==> config.mk <==
export PLATFORM = sky130hd
export DESIGN_NAME = ssp_ctrl_regs
export DESIGN_NICKNAME = d
export VERILOG_FILES = /design/src/rtl/ssp_pkg.sv /design/src/rtl/ssp_fifo.sv /design/src/rtl/ssp_flags.sv /design/src/rtl/ssp_ctrl_regs.sv
export SDC_FILE = /design/constraint.sdc
export NUM_CORES = 1
export LEC_CHECK = 0
export CAP_MARGIN = 10
export CORE_ASPECT_RATIO = 0.8
export CORE_MARGIN = 10
export CORE_UTILIZATION = 36
export DETAILED_ROUTE_END_ITERATION = 12
export DONT_BUFFER_PORTS = 1
export GPL_ROUTABILITY_DRIVEN = 0
export PLACE_DENSITY_LB_ADDON = 0.2
export SYNTH_ARGS = -nofsm -noshare
export SYNTH_HDL_FRONTEND = slang
export SYNTH_SLANG_ARGS = --single-unit
export TNS_END_PERCENT = 30
==> constraint.sdc <==
create_clock -name clk -period 10 [get_ports clk]
set_input_delay 0 -clock clk [delete_from_list [all_inputs] [get_ports clk]]
set_output_delay 0 -clock clk [all_outputs]
set_load 0.01 [all_outputs]
==> src/rtl/ssp_pkg.sv <==
package ssp_pkg;

    localparam int FIFO_DEPTH = 8;
    localparam int DATA_W     = 16;
    localparam int ADDR_W     = 12;
    localparam int BUS_W      = 32;
    localparam int RX_LEVEL   = 4;
    localparam int TX_LEVEL   = 4;

    localparam logic [ADDR_W-1:0] OFS_CTRL0  = 12'h000;
    localparam logic [ADDR_W-1:0] OFS_CTRL1  = 12'h004;
    localparam logic [ADDR_W-1:0] OFS_DATA   = 12'h008;
    localparam logic [ADDR_W-1:0] OFS_STATUS = 12'h00C;
    localparam logic [ADDR_W-1:0] OFS_DIV    = 12'h010;
    localparam logic [ADDR_W-1:0] OFS_MASK   = 12'h014;
    localparam logic [ADDR_W-1:0] OFS_RAW    = 12'h018;
    localparam logic [ADDR_W-1:0] OFS_MASKED = 12'h01C;
    localparam logic [ADDR_W-1:0] OFS_DMA    = 12'h020;

    // Status word, packed so that busy lands in bit 4 and tx_empty in bit 0.
    typedef struct packed {
        logic busy;
        logic rx_full;
        logic rx_nempty;
        logic tx_nfull;
        logic tx_empty;
    } ssp_status_t;

    // Interrupt word: bit3 transmit level, bit2 receive level, bits 1:0 unused.
    typedef struct packed {
        logic tx_lvl;
        logic rx_lvl;
        logic [1:0] rsvd;
    } ssp_irq_t;

    function automatic logic [DATA_W-1:0] size_mask(input logic [3:0] sel);
        return {DATA_W{1'b1}} >> (4'd15 - sel);
    endfunction

    function automatic logic [7:0] id_byte(input logic [2:0] idx);
        case (idx)
            3'd0:    return 8'h5A;
            3'd1:    return 8'h3C;
            3'd2:    return 8'h81;
            3'd3:    return 8'h07;
            3'd4:    return 8'hE4;
            3'd5:    return 8'h19;
            3'd6:    return 8'hC2;
            default: return 8'h6B;
        endcase
    endfunction

endpackage

==> src/rtl/ssp_fifo.sv <==
module ssp_fifo #(
    parameter int WIDTH = 16,
    parameter int DEPTH = 8,
    localparam int PTR_W = $clog2(DEPTH),
    localparam int CNT_W = $clog2(DEPTH + 1)
) (
    input  logic             clk,
    input  logic             rst,
    input  logic             push,
    input  logic [WIDTH-1:0] push_data,
    input  logic             pop,
    output logic [WIDTH-1:0] head,
    output logic [CNT_W-1:0] count
);

    logic [WIDTH-1:0] mem [DEPTH];
    logic [PTR_W-1:0] wr_ptr;
    logic [PTR_W-1:0] rd_ptr;
    logic             do_push;
    logic             do_pop;

    assign do_push = push && (count != CNT_W'(DEPTH));
    assign do_pop  = pop && (count != '0);
    assign head    = mem[rd_ptr];

    function automatic logic [PTR_W-1:0] next_ptr(input logic [PTR_W-1:0] p);
        return (p == PTR_W'(DEPTH - 1)) ? '0 : p + 1'b1;
    endfunction

    always_ff @(posedge clk) begin
        if (do_push) begin
            mem[wr_ptr] <= push_data;
        end
    end

    always_ff @(posedge clk) begin
        if (rst) begin
            wr_ptr <= '0;
            rd_ptr <= '0;
            count  <= '0;
        end else begin
            if (do_push) begin
                wr_ptr <= next_ptr(wr_ptr);
            end
            if (do_pop) begin
                rd_ptr <= next_ptr(rd_ptr);
            end
            case ({do_push, do_pop})
                2'b10:   count <= count + 1'b1;
                2'b01:   count <= count - 1'b1;
                default: count <= count;
            endcase
        end
    end

endmodule

==> src/rtl/ssp_flags.sv <==
module ssp_flags
    import ssp_pkg::*;
#(
    parameter int DEPTH    = 8,
    parameter int RX_LVL   = 4,
    parameter int TX_LVL   = 4,
    localparam int CNT_W   = $clog2(DEPTH + 1)
) (
    input  logic [CNT_W-1:0] tx_count,
    input  logic [CNT_W-1:0] rx_count,
    input  logic [3:0]       mask,
    output ssp_status_t      status,
    output ssp_irq_t         raw,
    output logic [3:0]       masked,
    output logic             irq
);

    always_comb begin
        status.tx_empty  = (tx_count == '0);
        status.tx_nfull  = (tx_count != CNT_W'(DEPTH));
        status.rx_nempty = (rx_count != '0);
        status.rx_full   = (rx_count == CNT_W'(DEPTH));
        status.busy      = (tx_count != '0);

        raw.rsvd   = 2'b00;
        raw.rx_lvl = (rx_count >= CNT_W'(RX_LVL));
        raw.tx_lvl = (tx_count <= CNT_W'(TX_LVL));

        masked = raw & mask;
        irq    = |masked;
    end

endmodule

==> src/rtl/ssp_ctrl_regs.sv <==
module ssp_ctrl_regs
    import ssp_pkg::*;
#(
    parameter int DEPTH = FIFO_DEPTH,
    localparam int CNT_W = $clog2(DEPTH + 1)
) (
    input  logic              clk,
    input  logic              rst,
    input  logic              bus_wr,
    input  logic              bus_rd,
    input  logic [ADDR_W-1:0] bus_addr,
    input  logic [BUS_W-1:0]  bus_wdata,
    output logic [BUS_W-1:0]  bus_rdata,
    output logic              irq_o,
    output logic              tx_pop_valid,
    output logic [DATA_W-1:0] tx_pop_data,
    input  logic              tx_pop_ready,
    input  logic              rx_push_valid,
    input  logic [DATA_W-1:0] rx_push_data,
    output logic              rx_push_ready
);

    logic [15:0]       ctrl0_q;
    logic [3:0]        ctrl1_q;
    logic [7:0]        div_q;
    logic [3:0]        mask_q;
    logic [DATA_W-1:0] fmask;
    logic [CNT_W-1:0]  tx_count;
    logic [CNT_W-1:0]  rx_count;
    logic [DATA_W-1:0] rx_head;
    logic              tx_push;
    logic              rx_pop;
    ssp_status_t       status;
    ssp_irq_t          raw;
    logic [3:0]        masked;

    assign fmask   = size_mask(ctrl0_q[3:0]);
    assign tx_push = bus_wr && (bus_addr == OFS_DATA);
    assign rx_pop  = bus_rd && (bus_addr == OFS_DATA);

    always_ff @(posedge clk) begin
        if (rst) begin
            ctrl0_q <= '0;
            ctrl1_q <= '0;
            div_q   <= '0;
            mask_q  <= '0;
        end else if (bus_wr) begin
            case (bus_addr)
                OFS_CTRL0: ctrl0_q <= bus_wdata[15:0];
                OFS_CTRL1: ctrl1_q <= bus_wdata[3:0];
                OFS_DIV:   div_q   <= bus_wdata[7:0];
                OFS_MASK:  mask_q  <= bus_wdata[3:0];
                default:   ;
            endcase
        end
    end

    ssp_fifo #(.WIDTH(DATA_W), .DEPTH(DEPTH)) tx_fifo_i (
        .clk       (clk),
        .rst       (rst),
        .push      (tx_push),
        .push_data (bus_wdata[DATA_W-1:0] & fmask),
        .pop       (tx_pop_ready),
        .head      (tx_pop_data),
        .count     (tx_count)
    );

    ssp_fifo #(.WIDTH(DATA_W), .DEPTH(DEPTH)) rx_fifo_i (
        .clk       (clk),
        .rst       (rst),
        .push      (rx_push_valid),
        .push_data (rx_push_data & fmask),
        .pop       (rx_pop),
        .head      (rx_head),
        .count     (rx_count)
    );

    ssp_flags #(.DEPTH(DEPTH), .RX_LVL(RX_LEVEL), .TX_LVL(TX_LEVEL)) flags_i (
        .tx_count (tx_count),
        .rx_count (rx_count),
        .mask     (mask_q),
        .status   (status),
        .raw      (raw),
        .masked   (masked),
        .irq      (irq_o)
    );

    assign tx_pop_valid  = !status.tx_empty;
    assign rx_push_ready = !status.rx_full;

    always_comb begin
        bus_rdata = '0;
        if (bus_addr[11:5] == 7'h7F) begin
            bus_rdata[7:0] = id_byte(bus_addr[4:2]);
        end else begin
            case (bus_addr)
                OFS_CTRL0:  bus_rdata[15:0] = ctrl0_q;
                OFS_CTRL1:  bus_rdata[3:0]  = ctrl1_q;
                OFS_DATA:   bus_rdata[DATA_W-1:0] = status.rx_nempty ? rx_head : '0;
                OFS_STATUS: bus_rdata[4:0]  = status;
                OFS_DIV:    bus_rdata[7:0]  = div_q;
                OFS_MASK:   bus_rdata[3:0]  = mask_q;
                OFS_RAW:    bus_rdata[3:0]  = raw;
                OFS_MASKED: bus_rdata[3:0]  = masked;
                default:    bus_rdata = '0;
            endcase
        end
    end

endmodule

==> results.sh <==
export IMPL_p_clk_share_pct=44.5
export IMPL_gr_total_overflow=0
export IMPL_status="finished, final reports clean"
export IMPL_die_w_um=233.6
export IMPL_finalSetupViolCount=0
export IMPL_worst_setup_path_start_kind="flip-flop"
export IMPL_synth_edf_count=256
export IMPL_startpoint="rx_fifo_i.count[1]"
export IMPL_grt_pass1_wl_um=47740
export IMPL_p_seq_share_pct=53.3
export IMPL_path_class="reg -> reg"
export IMPL_ant_nets=0
export IMPL_clkSinkCount=314
export IMPL_worstSkewPairLatency_ns=0.52
export IMPL_total_power_mw=2.649
export IMPL_clkTransAtPathRegs_ns=0.06
export IMPL_syn_inst=836
export IMPL_fin_skew_ns=0.01017
export IMPL_synth_flop_cell="edfxtp_1"
export IMPL_synth_warnings=0
export IMPL_rr_startpoint="rx_fifo_i.count[1]"
export IMPL_arrival_ns=3.48
export IMPL_ys_types=59
export IMPL_vias=7332
export IMPL_place_area_um2=13700
export IMPL_wirelength_um=32200
export IMPL_drt_iter0_markers=580
export IMPL_tns_ns=0
export IMPL_combPwrFrac_pct=2.2
export IMPL_hold_violations=0
export IMPL_rsz0062_at_grt="false"
export IMPL_cts_made_buffers=34
export IMPL_yosysSeqAreaShare_pct=67.34
export IMPL_pre_cts_ws_ns=6.949
export IMPL_fin_hold_ws_ns=0.02484
export IMPL_track_usage_pct=14.25
export IMPL_synth_area_um2=13140
export IMPL_p_sw_uw=534.2
export IMPL_worstHoldStart="bus_wr"
export IMPL_fin_crit_ns=3.043
export IMPL_yosysMostFrequentCell="edfxtp_1"
export IMPL_async_reset_ff_share_pct=0
export IMPL_coreArea_um2=35990
export IMPL_grt_max_degree=53
export IMPL_start_util_pct=36.51
export IMPL_vdd_drop_max_mv=0.1139
export IMPL_ctsRootBufferMaster="clkbuf_16"
export IMPL_synth_ff_latch_count=314
export IMPL_yosys_area_top_type="edfxtp_1"
export IMPL_sw_frac_of_total_pct=20.17
export IMPL_fmax_mhz=328.6
export IMPL_fin_crit_sh_pct=30.43
export IMPL_n_fill_cell=3295
export IMPL_p_int_mw=2.114
export IMPL_io_pins=117
export IMPL_clock_path_buffers=3
export IMPL_tritoncts="built"
export IMPL_viasPerCell=5.230
export IMPL_fin_cells=1402
export IMPL_avgSynthCellArea_um2=15.72
export IMPL_slew_headroom_pct=29.22
export IMPL_die_area_um2=44590
export IMPL_final_util_pct=42.40
export IMPL_power_density_nw_per_um2=173.5
export IMPL_max_cap_violations=0
export IMPL_hold_path_class="in -> reg"
export IMPL_grt_pass1_vias=7401
export IMPL_syn_to_final_growth_pct=16.15
export IMPL_end_kind="flip-flop"
export IMPL_drt_pass1_iterations=5
export IMPL_leakagePower_nw=5.244
export IMPL_dp_hpwl_um=20160
export IMPL_io_buffers=0
export IMPL_layout_setup_ws_ns=6.957
export IMPL_route_detailed_drc=0
export IMPL_drv_slew=0
export IMPL_synth_commonest_cells="edfxtp_1 (256), nand2_1 (73), mux4_2 (64), dfxtp_1 (58), a21oi_1 (52)"
export IMPL_yosysTopAreaCellShare_pct=58.50
export IMPL_fin_area_um2=15260
export IMPL_nets=974
export IMPL_fp_row_count=62
export IMPL_antenna_found_initial=5
export IMPL_yosys_top_cells_area="edfxtp_1 (59%), mux4_2 (11%), dfxtp_1 (8.8%), mux2i_1 (2.2%), nand2_1 (2.1%)"
export IMPL_fp_dieH_um=190.9
export IMPL_htreeDepth=2
export IMPL_place_inst=1289
export IMPL_cp_max_fo=17
export IMPL_required_ns=10.44
export IMPL_worstMarginPinSlew_ns=1.060
export IMPL_drive_above_1_share_pct=18.95
export IMPL_wire_per_inst_um=22.97
-- power groups by stage --
stage	combinational, mW	clock, mW	sequential [mW]
final	0.0592	1.18	1.41
after global routing	0.0644	1.26	1.41
after CTS	0.0594	1.21	1.41
after detailed placement	0.0356	0	1.44
after global placement	0.0354	0	1.44
after floorplan	0.0381	0	1.44
-- layout make-up --
cell class	instances	area, µm²	area share, %
flip-flops and latches	314	8851	57.99
multi-input cells	464	4050	26.54
clock buffers	49	938.4	6.149
repair buffers	72	680.7	4.460
well taps	480	600.6	3.935
clock inverters	11	101.3	0.6640
inverters	8	30.03	0.1968
diodes	4	10.01	0.06558
-- flip-flops by register name, indices dropped and copies added (netlist names), named ones only --
signal and cells:
tx_fifo_i.mem 128, tx_fifo_i.wr_ptr 3, rx_fifo_i.mem 128, rx_fifo_i.count 4, rx_fifo_i.wr_ptr 3, rx_fifo_i.rd_ptr 3, mask_q 4, ctrl1_q 4
tx_fifo_i.count 4, tx_fifo_i.rd_ptr 3, ctrl0_q 16, div_q 8
-- repair_timing --
| item | 4_1_cts | 5_1_grt |
|---|---|---|
| hold buffers | 49 | 0 |
| endpoints found under the hold margin | 317 | 0 |
| resized for setup | 0 | 0 |
| buffers inserted | 0 | 0 |
-- worst paths after layout --
kind                   endpoint  slack (ns)  cells after the start
max          rx_fifo_i.count[2]        6.96                     11
min                    div_q[2]        0.02                      3
max reg2reg  rx_fifo_i.count[2]        6.96                     11
min reg2reg            div_q[0]        0.46                      2
-- logic make-up after synthesis --
logic type | after synthesis | synth area share (%)
buffers and inverters | 73 | 2.790
multiplexers | 111 | 14.72
AND/OR/NAND/NOR | 213 | 8.637
AO/OA/AOI/OAI | 101 | 4.552
XOR/XNOR | 9 | 0.5999
other | 1 | 0.02854
flip-flops | 314 | 67.34
adder cells (fa/ha/maj) | 14 | 1.333
-- placed cells by master, fill, tap and decap left out, types with 5 or more instances in the layout --
master and count:
xor2_1 6, mux2_2 18, nor3b_2 6, clkbuf_16 35
nand2_1 73, nand3_1 16, inv_1 8, clkbuf_1 13
nor2b_1 16, nor2_1 33, mux4_2 64, a21oi_1 52
ha_1 14, edfxtp_1 256, and3_1 11, buf_4 23
mux2i_1 29, dlygate4sd3_1 48, nor3_1 7, and2_1 6
conb_1 16, o21ai_0 21, dfxtp_1 56, nand4_1 5
-- worst max-delay path: stages, from the launching register on --
cell	delay, ns
dfxtp_1	0.37
or4_1	0.59
nand4_4	0.31
or2_1	0.28
inv_1	0.10
ha_1	0.28
xor2_1	0.17
ha_1	0.20
a21oi_1	0.14
xor2_1	0.09
or3_1	0.31
a21oi_1	0.14
-- routing by layer --
layer,up-vias,global-route usage (%),share of wire (%)
met1,3755,21.29,48
met4,4,3.220,1.3
li1,3332,-,-
met5,-,0,0.059
met2,204,20.01,43
met3,37,4.045,7.1
Power figures use the tool's default switching activity.
